<file path="src/rtl/pid_lut_pkg.sv">
package pid_lut_pkg;
    typedef enum logic {
        ST_LOAD = 1'b0,
        ST_RUN  = 1'b1
    } comp_state_t;
endpackage

</file>
<file path="src/rtl/err_level_sat.sv">
module err_level_sat #(
    parameter int ERR_W   = 4,
    parameter int ERR_MAX = 4,
    parameter int IDX_W   = 4
) (
    input  logic signed [ERR_W-1:0] err_i,
    output logic [IDX_W-1:0]        idx_o
);
    int val;

    always_comb begin
        val = int'(err_i);
        if (val > ERR_MAX) begin
            val = ERR_MAX;
        end else if (val < -ERR_MAX) begin
            val = -ERR_MAX;
        end
        idx_o = IDX_W'(val + ERR_MAX);
    end
endmodule

</file>
<file path="src/rtl/coef_store.sv">
module coef_store #(
    parameter int N_ENT  = 9,
    parameter int IDX_W  = 4,
    parameter int T0_W   = 8,
    parameter int T1_W   = 9,
    parameter int T2_W   = 8,
    localparam int WORD_W = T0_W + T1_W + T2_W
) (
    input  logic                   clk,
    input  logic                   rst_n,
    input  logic                   we_i,
    input  logic [IDX_W-1:0]       waddr_i,
    input  logic [WORD_W-1:0]      wdata_i,
    input  logic [IDX_W-1:0]       idx0_i,
    input  logic [IDX_W-1:0]       idx1_i,
    input  logic [IDX_W-1:0]       idx2_i,
    output logic signed [T0_W-1:0] t0_o,
    output logic signed [T1_W-1:0] t1_o,
    output logic signed [T2_W-1:0] t2_o
);
    logic [T0_W-1:0] tab0 [N_ENT];
    logic [T1_W-1:0] tab1 [N_ENT];
    logic [T2_W-1:0] tab2 [N_ENT];

    for (genvar k = 0; k < N_ENT; k++) begin : g_ent
        always_ff @(posedge clk or negedge rst_n) begin
            if (!rst_n) begin
                tab0[k] <= '0;
                tab1[k] <= '0;
                tab2[k] <= '0;
            end else if (we_i && (waddr_i == IDX_W'(k))) begin
                tab0[k] <= wdata_i[WORD_W-1 -: T0_W];
                tab1[k] <= wdata_i[T1_W+T2_W-1 -: T1_W];
                tab2[k] <= wdata_i[T2_W-1:0];
            end
        end
    end

    assign t0_o = $signed(tab0[idx0_i]);
    assign t1_o = $signed(tab1[idx1_i]);
    assign t2_o = $signed(tab2[idx2_i]);
endmodule

</file>
<file path="src/rtl/acc_clamp.sv">
module acc_clamp #(
    parameter int ST_W = 9,
    parameter int T0_W = 8,
    parameter int T1_W = 9,
    parameter int T2_W = 8
) (
    input  logic [ST_W-1:0]        st_i,
    input  logic signed [T0_W-1:0] t0_i,
    input  logic signed [T1_W-1:0] t1_i,
    input  logic signed [T2_W-1:0] t2_i,
    output logic [ST_W-1:0]        st_o
);
    localparam int ST_MAX = (1 << ST_W) - 1;
    int sum;

    always_comb begin
        sum = int'(st_i) + int'(t0_i) + int'(t1_i) + int'(t2_i);
        if (sum < 0) begin
            st_o = '0;
        end else if (sum > ST_MAX) begin
            st_o = ST_W'(ST_MAX);
        end else begin
            st_o = ST_W'(sum);
        end
    end
endmodule

</file>
<file path="src/rtl/pid_lut_comp.sv">
module pid_lut_comp
    import pid_lut_pkg::*;
#(
    parameter int ERR_W   = 4,
    parameter int ERR_MAX = 4,
    parameter int T0_W    = 8,
    parameter int T1_W    = 9,
    parameter int T2_W    = 8,
    parameter int DUTY_W  = 8,
    parameter int INIT_ST = 256,
    localparam int N_ENT  = 2 * ERR_MAX + 1,
    localparam int IDX_W  = $clog2(N_ENT),
    localparam int WORD_W = T0_W + T1_W + T2_W,
    localparam int ST_W   = DUTY_W + 1
) (
    input  logic              clk,
    input  logic              rst_n,
    input  logic              ld_valid_i,
    input  logic [WORD_W-1:0] ld_data_i,
    output logic              ld_ready_o,
    output logic              load_done_o,
    input  logic              strobe_i,
    input  logic [ERR_W-1:0]  err_i,
    output logic [DUTY_W-1:0] duty_o
);
    localparam logic [IDX_W-1:0] IDX_ZERO = IDX_W'(ERR_MAX);
    localparam logic [IDX_W-1:0] IDX_LAST = IDX_W'(N_ENT - 1);

    comp_state_t      fsm_q, fsm_d;
    logic [IDX_W-1:0] addr_q;
    logic [IDX_W-1:0] hist1_q, hist2_q, idx_now;
    logic [ST_W-1:0]  st_q, st_next;
    logic             accept, load_last, update;
    logic signed [T0_W-1:0] t0;
    logic signed [T1_W-1:0] t1;
    logic signed [T2_W-1:0] t2;

    assign accept    = ld_valid_i && ld_ready_o;
    assign load_last = accept && (addr_q == IDX_LAST);
    assign update    = strobe_i && load_done_o;

    // state register
    always_ff @(posedge clk or negedge rst_n) begin
        if (!rst_n) begin
            fsm_q <= ST_LOAD;
        end else begin
            fsm_q <= fsm_d;
        end
    end

    // next state
    always_comb begin
        fsm_d = fsm_q;
        unique case (fsm_q)
            ST_LOAD: if (load_last) fsm_d = ST_RUN;
            ST_RUN:  fsm_d = ST_RUN;
        endcase
    end

    // outputs of the state machine
    always_comb begin
        ld_ready_o  = 1'b0;
        load_done_o = 1'b0;
        unique case (fsm_q)
            ST_LOAD: ld_ready_o  = 1'b1;
            ST_RUN:  load_done_o = 1'b1;
        endcase
    end

    always_ff @(posedge clk or negedge rst_n) begin
        if (!rst_n) begin
            addr_q <= '0;
        end else if (accept && !load_last) begin
            addr_q <= addr_q + IDX_W'(1);
        end
    end

    err_level_sat #(
        .ERR_W  (ERR_W),
        .ERR_MAX(ERR_MAX),
        .IDX_W  (IDX_W)
    ) u_sat (
        .err_i(err_i),
        .idx_o(idx_now)
    );

    coef_store #(
        .N_ENT(N_ENT),
        .IDX_W(IDX_W),
        .T0_W (T0_W),
        .T1_W (T1_W),
        .T2_W (T2_W)
    ) u_store (
        .clk    (clk),
        .rst_n  (rst_n),
        .we_i   (accept),
        .waddr_i(addr_q),
        .wdata_i(ld_data_i),
        .idx0_i (idx_now),
        .idx1_i (hist1_q),
        .idx2_i (hist2_q),
        .t0_o   (t0),
        .t1_o   (t1),
        .t2_o   (t2)
    );

    acc_clamp #(
        .ST_W(ST_W),
        .T0_W(T0_W),
        .T1_W(T1_W),
        .T2_W(T2_W)
    ) u_acc (
        .st_i(st_q),
        .t0_i(t0),
        .t1_i(t1),
        .t2_i(t2),
        .st_o(st_next)
    );

    always_ff @(posedge clk or negedge rst_n) begin
        if (!rst_n) begin
            hist1_q <= IDX_ZERO;
            hist2_q <= IDX_ZERO;
            st_q    <= ST_W'(INIT_ST);
        end else if (update) begin
            hist1_q <= idx_now;
            hist2_q <= hist1_q;
            st_q    <= st_next;
        end
    end

    assign duty_o = load_done_o ? st_q[ST_W-1:1] : '0;

    AST_ADDR_IN_RANGE: assert property (@(posedge clk) disable iff (!rst_n)
        addr_q <= IDX_LAST);
    AST_DONE_STICKY: assert property (@(posedge clk) disable iff (!rst_n)
        load_done_o |=> load_done_o);
    AST_HIST_FROZEN_LOADING: assert property (@(posedge clk) disable iff (!rst_n)
        ld_ready_o |=> ($stable(hist1_q) && $stable(hist2_q)));
    AST_DUTY_HOLDS: assert property (@(posedge clk) disable iff (!rst_n)
        (load_done_o && $past(load_done_o) && !$past(strobe_i)) |-> $stable(duty_o));
    AST_PORT_CLOSED_RUN: assert property (@(posedge clk) disable iff (!rst_n)
        load_done_o |-> !ld_ready_o);
endmodule

</file>
<file path="config.mk">
export PLATFORM = sky130hd
export DESIGN_NAME = pid_lut_comp
export DESIGN_NICKNAME = d
export VERILOG_FILES = /design/src/rtl/pid_lut_pkg.sv /design/src/rtl/err_level_sat.sv /design/src/rtl/coef_store.sv /design/src/rtl/acc_clamp.sv /design/src/rtl/pid_lut_comp.sv
export SDC_FILE = /design/constraint.sdc
export NUM_CORES = 1
export LEC_CHECK = 0
export CAP_MARGIN = 40
export CORE_ASPECT_RATIO = 0.5
export CORE_UTILIZATION = 53
export CTS_BUF_LIST = sky130_fd_sc_hd__clkbuf_2 sky130_fd_sc_hd__clkbuf_4 sky130_fd_sc_hd__clkbuf_8
export CTS_CLUSTER_DIAMETER = 100
export DETAILED_ROUTE_END_ITERATION = 7
export GPL_TIMING_DRIVEN = 0
export PLACE_DENSITY_LB_ADDON = 0.15
export SETUP_SLACK_MARGIN = 0.05
export SLEW_MARGIN = 25
export SYNTH_ARGS = -nofsm -noshare
export SYNTH_HDL_FRONTEND = slang
export SYNTH_SLANG_ARGS = --single-unit
</file>
<file path="constraint.sdc">
create_clock -name clk -period 7.3 [get_ports clk]
set_input_delay 1.46 -clock clk [delete_from_list [all_inputs] [get_ports clk]]
set_output_delay 1.46 -clock clk [all_outputs]
set_load 0.03 [all_outputs]
</file>
==> out/metrics.cfg, run 1 <==
[run_status]
status=complete, but fails checks
violations=negative setup slack

[layout]
seqCellArea_um2=6180
drive_gt1_share_pct=46.2
stdcell_area_um2=14900
multi_input_area_um2=6370
syn2layout_area_growth_pct=19.1
fillers=1687
final_cell_mix=dfrtp_1 (244), mux2_2 (226), nand2_1 (50), clkbuf_8 (49), mux4_2 (48)
layout_commonest_cell=dfrtp_1
layout.cells.non_filler=1358
antenna_cells=0
fin_util_pct=64.8
final_net_count=1105

[yosys]
synth_ff_type=dfrtp_1
synth-seq-cells=247
yosysUniqueCellTypes=59
async_flop_share_pct=100
synth_fp_nets=980
synth_area_per_cell_um2=13.9
syn_inst=899
yosys_warnings=0
yosysTopAreaCell=dfrtp_1
synth_edf_count=0
synth_area_um2=12500
seq_area_frac_synth_pct=49.5
synth_top_area_share_pct=48.8
synth_area_leaders=dfrtp_1 (49%), mux2_2 (20%), mux4_2 (8.6%)

[cts]
tritoncts=yes
clockRootBuffer=clkbuf_8
clockBufferDepth=3
numClockSinks=247
h-tree-depth=2
path_clk_slew_ps=60
cts_inserted_buffers=38
insertion_delay_ps=550

[worst_hold_path]
holdCritPathClass=register to register
hold-path-cell-count=1
hold_end=u_store.tab1[9]$_DFFE_PN0P_
hp-start=u_store.tab1[9]$_DFFE_PN0P_

[setup_path]
cp.arrival_ps=7810
critPathMaxStageDelay_ps=540
reg2regPathDepth=27
r2r-end=st_q[3]$_DFFE_PN0P_
slowest_stage=or4_4
path_class=input pin to register
crit_required_ps=7710
r2r_setup_slack_ps=260
path_max_fanout=6
r2r_start=hist1_q[1]$_DFFE_PN0P_
startpoint_type=input pin
end_kind=register

[grt]
grt_pass1_wl_mm=46.5
grtUsageTotal_pct=25.2
grt_max_degree=76
grt-ovfl-total=0
grt_antenna_before_repair=0
grt_pass1_vias=8369

[place]
gp_congestion=0.781
placed_cell_area_um2=13500
portBuffers=41
dp_cells=1251
dp_hpwl_mm=19.4

[sta]
final-setup-viol-count=9
fmax_mhz=135
tightest_slew_ps=755
finClkSkew_ps=25.7
tns_ps=-715
relSlewSlack_pct=49.5
hold_viol_final=0
timing.final.ws_setup_ps=-99.5
rsz0062_at_grt=true
final.min_clock_period_ps=7400
slew_violations=0
post-route-period-util_pct=101

[floorplanning]
dieHeight_um=111
ios=43
initial_core_util_pct=54.4
rows=39
fp.dieArea_um2=24200
die_w_um=219
fp.coreArea_um2=23000

[routing]
drc=0
first_pass_iters=6
drtIter0Drc=473
ant_nets=0
via_count=7978
wire_per_inst_um=21.4
wirelength_mm=29.0
vias_per_cell=5.87

[run]
maxCapViolations=0

==> layout make-up <==
cell class	count	area share, %
buffer	38	1.42
clock buffer	60	5.08
clock inverter	7	0.328
inverter	27	0.681
multi-input combinational	587	42.8
sequential	247	41.5
tap	307	2.58
timing repair buffer	85	5.56
==> layer usage <==
| metal | global-route usage (%) | wire length [um] | up-vias |
|---|---|---|---|
| li1 | - | - | 3542 |
| met1 | 36.7 | 13700 | 4229 |
| met2 | 38.6 | 13500 | 157 |
| met3 | 5.56 | 1290 | 50 |
| met4 | 5.69 | 521 | 0 |
| met5 | 0 | 0 | - |
==> stage by stage <==
stage	worst slack, ps	hold slack (ps)
final	-99.5	502
after CTS	73.1	504
after global placement	-5350	481
after floorplan	-35.9	471
after detailed placement	-1780	488
after global routing	-264	515
==> critical path: cells and delay by family <==
family / cells / cell delay (ps)
mux: 1 / 110
simple gates: 8 / 1650
xor+xnor: 2 / 270
fa+ha+maj: 4 / 1690
buf+inv: 4 / 640
compound gates: 10 / 1990
==> timing repair <==
| item | in CTS | in global routing |
|---|---|---|
| hold endpoints to repair | 0 | 0 |
| setup buffers | 17 | 19 |
| gates resized for setup | 35 | 44 |
| hold buffers | 0 | 0 |
| pin swaps | 19 | 39 |
| gates cloned | 1 | 0 |
| endpoints found under the setup margin | 9 | 9 |
==> sequential cells by signal (all words and copies together), names as in the netlist <==
register,flops
u_store.tab1,81
u_store.tab0,72
u_store.tab2,72
st_q,9
addr_q,4
hist1_q,4
hist2_q,4
fsm_q,1
==> worst max path at each step <==
stage | from | end | slack (ps) | depth (start not counted)
after floorplan | err_i[3] | st_q[0]$_DFFE_PN0P_ | -40 | 27
after CTS | err_i[0] | st_q[1]$_DFFE_PN0P_ | 70 | 29
after detailed placement | err_i[2] | st_q[7]$_DFFE_PN0P_ | -1780 | 27
after global routing | err_i[2] | st_q[3]$_DFFE_PN0P_ | -260 | 30
after global placement | rst_n | u_store.tab0[13]$_DFFE_PN0P_ | -5350 | 1
final | err_i[2] | st_q[3]$_DFFE_PN0P_ | -100 | 29
==> cell families after synthesis <==
family | after synthesis | synth area share, %
xor gates and xnor gates | 16 | 1.18
and+or+nand+nor | 124 | 4.93
muxes | 300 | 31.1
adders and majority gates | 48 | 6.07
AOI/OAI and AO/OA | 99 | 4.98
DFF | 247 | 49.5
buffers and inverters | 65 | 2.27
==> Yosys cell counts (2+ instances only) <==
cell type / number
fa_1: 21
xor2_1: 6
nor4b_2: 2
or3_1: 2
o21ai_0: 29
mux2_2: 226
nand2_1: 54
inv_1: 26
xnor2_1: 9
a311oi_1: 3
nor3_2: 2
mux2i_1: 26
buf_2: 23
ha_1: 27
o21a_1: 5
nand2_2: 6
nor3b_1: 2
clkbuf_1: 9
a221oi_1: 3
a21o_1: 6
nand3b_1: 2
nand4_1: 2
mux4_2: 48
a21oi_1: 39
and2_1: 5
nand2b_1: 3
dfstp_2: 3
nor3_1: 2
nor2_1: 24
nand3_1: 3
dfrtp_1: 244
nand4b_1: 2
nor2b_1: 5
and3_1: 2
buf_1: 4
Power of run 1 is left out: the tool's default activity adds up to more than one toggle a clock period on the data nets, which glitch-free logic cannot reach.
==> run 2: changes to the inputs <==
- PLACE_DENSITY: default -> 0.81
- PLACE_DENSITY_LB_ADDON: 0.15 -> default
==> out/metrics.cfg, run 2 (synthesized netlist as in run 1, its figures left out) <==
[run]
maxCapViolations=0  ; unchanged

[setup_path]
cp.buffers_inverters=4  ; unchanged
end_kind=register
crit_required_ps=7720  ; about the same
path_max_fanout=6  ; unchanged
cp_top_family=compound AO/OA/AOI/OAI gates
path_class=input pin to register
startpoint_type=input pin
r2r-end=st_q[5]$_DFFE_PN0P_
reg2regPathDepth=27  ; unchanged
cp_common_cell=a21oi_2
cp.arrival_ps=7770  ; -40 ps
slowest_stage=fa_1
critPathMaxStageDelay_ps=520  ; -20 ps
r2r_start=hist1_q[1]$_DFFE_PN0P_
r2r_setup_slack_ps=240  ; -20 ps

[cts]
h-tree-depth=2  ; unchanged
cts_inserted_buffers=37  ; -2.6%
clockBufferDepth=3  ; unchanged
clockRootBuffer=clkbuf_8
insertion_delay_ps=540  ; about the same
path_clk_slew_ps=60  ; about the same
postCtsHoldBufs=0  ; unchanged
tritoncts=yes
numClockSinks=247  ; unchanged

[place]
gp_congestion=0.864  ; +11%
dp_cells=1251  ; unchanged
portBuffers=41  ; unchanged
dp_hpwl_mm=19.5  ; +0.70%
dp_slack_ps=-1800  ; -17.0 ps

[sta]
final.min_clock_period_ps=7360  ; -44.3 ps
tns_ps=-391  ; +323 ps
slew_violations=0  ; unchanged
relSlewSlack_pct=48.6  ; -0.91 points
tightest_slew_ps=771  ; +15.7 ps
timing.final.ws_setup_ps=-55.3  ; +44.3 ps
finClkSkew_ps=25.2  ; -0.511 ps
rsz0062_at_grt=true
final-setup-viol-count=9  ; unchanged
hold_viol_final=0  ; unchanged
post-route-period-util_pct=101  ; -0.61 points
fmax_mhz=136  ; +0.60%

[grt]
grt_antenna_before_repair=0  ; unchanged
grt_pass1_wl_mm=46.4  ; -0.24%
grt-ovfl-total=0  ; unchanged
grt_pass1_vias=8575  ; +2.5%
grtUsageTotal_pct=25.0  ; -0.14 points
grt_max_degree=77  ; +1.3%

[routing]
drc=0  ; unchanged
via_count=7919  ; -0.74%
vias_per_cell=5.90  ; +0.37%
first_pass_iters=5  ; -1
ant_nets=0  ; unchanged
wire_per_inst_um=21.6  ; +0.95%
wirelength_mm=29.0  ; -0.17%
drtIter0Drc=571  ; +21%

[floorplanning]
initial_core_util_pct=54.4  ; unchanged
ios=43  ; unchanged
die_w_um=219  ; unchanged
dieHeight_um=111  ; unchanged
rows=39  ; unchanged
fp.dieArea_um2=24200  ; unchanged
fp.coreArea_um2=23000  ; unchanged

[worst_hold_path]
hold_end=u_store.tab0[61]$_DFFE_PN0P_
hp-start=u_store.tab0[61]$_DFFE_PN0P_
holdCritPathClass=register to register
hold-path-cell-count=1  ; unchanged

[run_status]
status=complete, but fails checks
violations=negative setup slack

[layout]
final_cell_mix=dfrtp_1 (244), mux2_2 (226), nand2_1 (52), mux4_2 (48), clkbuf_8 (46)
layout_commonest_cell=dfrtp_1
largestRegisters=u_store.tab1 (81), u_store.tab0 (72), u_store.tab2 (72)
top_register=u_store.tab1
antenna_cells=0  ; unchanged
final_net_count=1091  ; -1.3%
fin_util_pct=63.9  ; -0.90 points
largest_register_ffs=81  ; unchanged
drive_gt1_share_pct=44.9  ; -1.4 points
layout.cells.non_filler=1343  ; -1.1%
syn2layout_area_growth_pct=17.5

-- run 2: layout make-up --
type                            count  area, um2
Clock inverter                      9       83.8
Tap cell                          307        384
Timing Repair Buffer               72        729
Inverter                           27        101
Buffer                             38        201
Multi-Input combinational cell    587       6290
Fill cell                        1576       8300
Sequential cell                   247       6180
Clock buffer                       56        708
-- run 2: what timing repair did --
action	4_1_cts	5_1_grt
setup endpoints to repair	9	9
gates cloned	1	0
hold endpoints to repair	0	0
pin swaps	25	26
resized for setup	40	24
setup buffers	11	13
-- run 2: worst max path at each step --
stage	startpoint	end	slack, ps	cells past startpoint
floorplan	err_i[3]	st_q[0]$_DFFE_PN0P_	-40	27
global placement	rst_n	u_store.tab2[70]$_DFFE_PN0P_	-4980	1
detailed placement	err_i[2]	st_q[2]$_DFFE_PN0P_	-1800	28
CTS	err_i[3]	st_q[2]$_DFFE_PN0P_	-10	31
global route	err_i[2]	st_q[4]$_DFFE_PN0P_	-270	31
finish	err_i[2]	st_q[5]$_DFFE_PN0P_	-60	31
-- run 2: per-stage QoR --
stage / cell area [um2] / hold WS [ps]
floorplan: 12600 / 471
global placement: 13400 / 480
detailed placement: 13500 / 487
CTS: 14500 / 502
global route: 14700 / 510
finish: 14700 / 501
-- run 2: metal layers --
layer	part of all wire, %	routed length [um]	vias up	GRT usage (%)
met5	0	0	-	0
met4	2.7	778	0	7.55
met3	5.6	1620	61	5.07
met2	49	14300	209	41.0
met1	42	12300	4148	33.8
li1	-	-	3501	-
Power of run 2 is left out for the same reason.
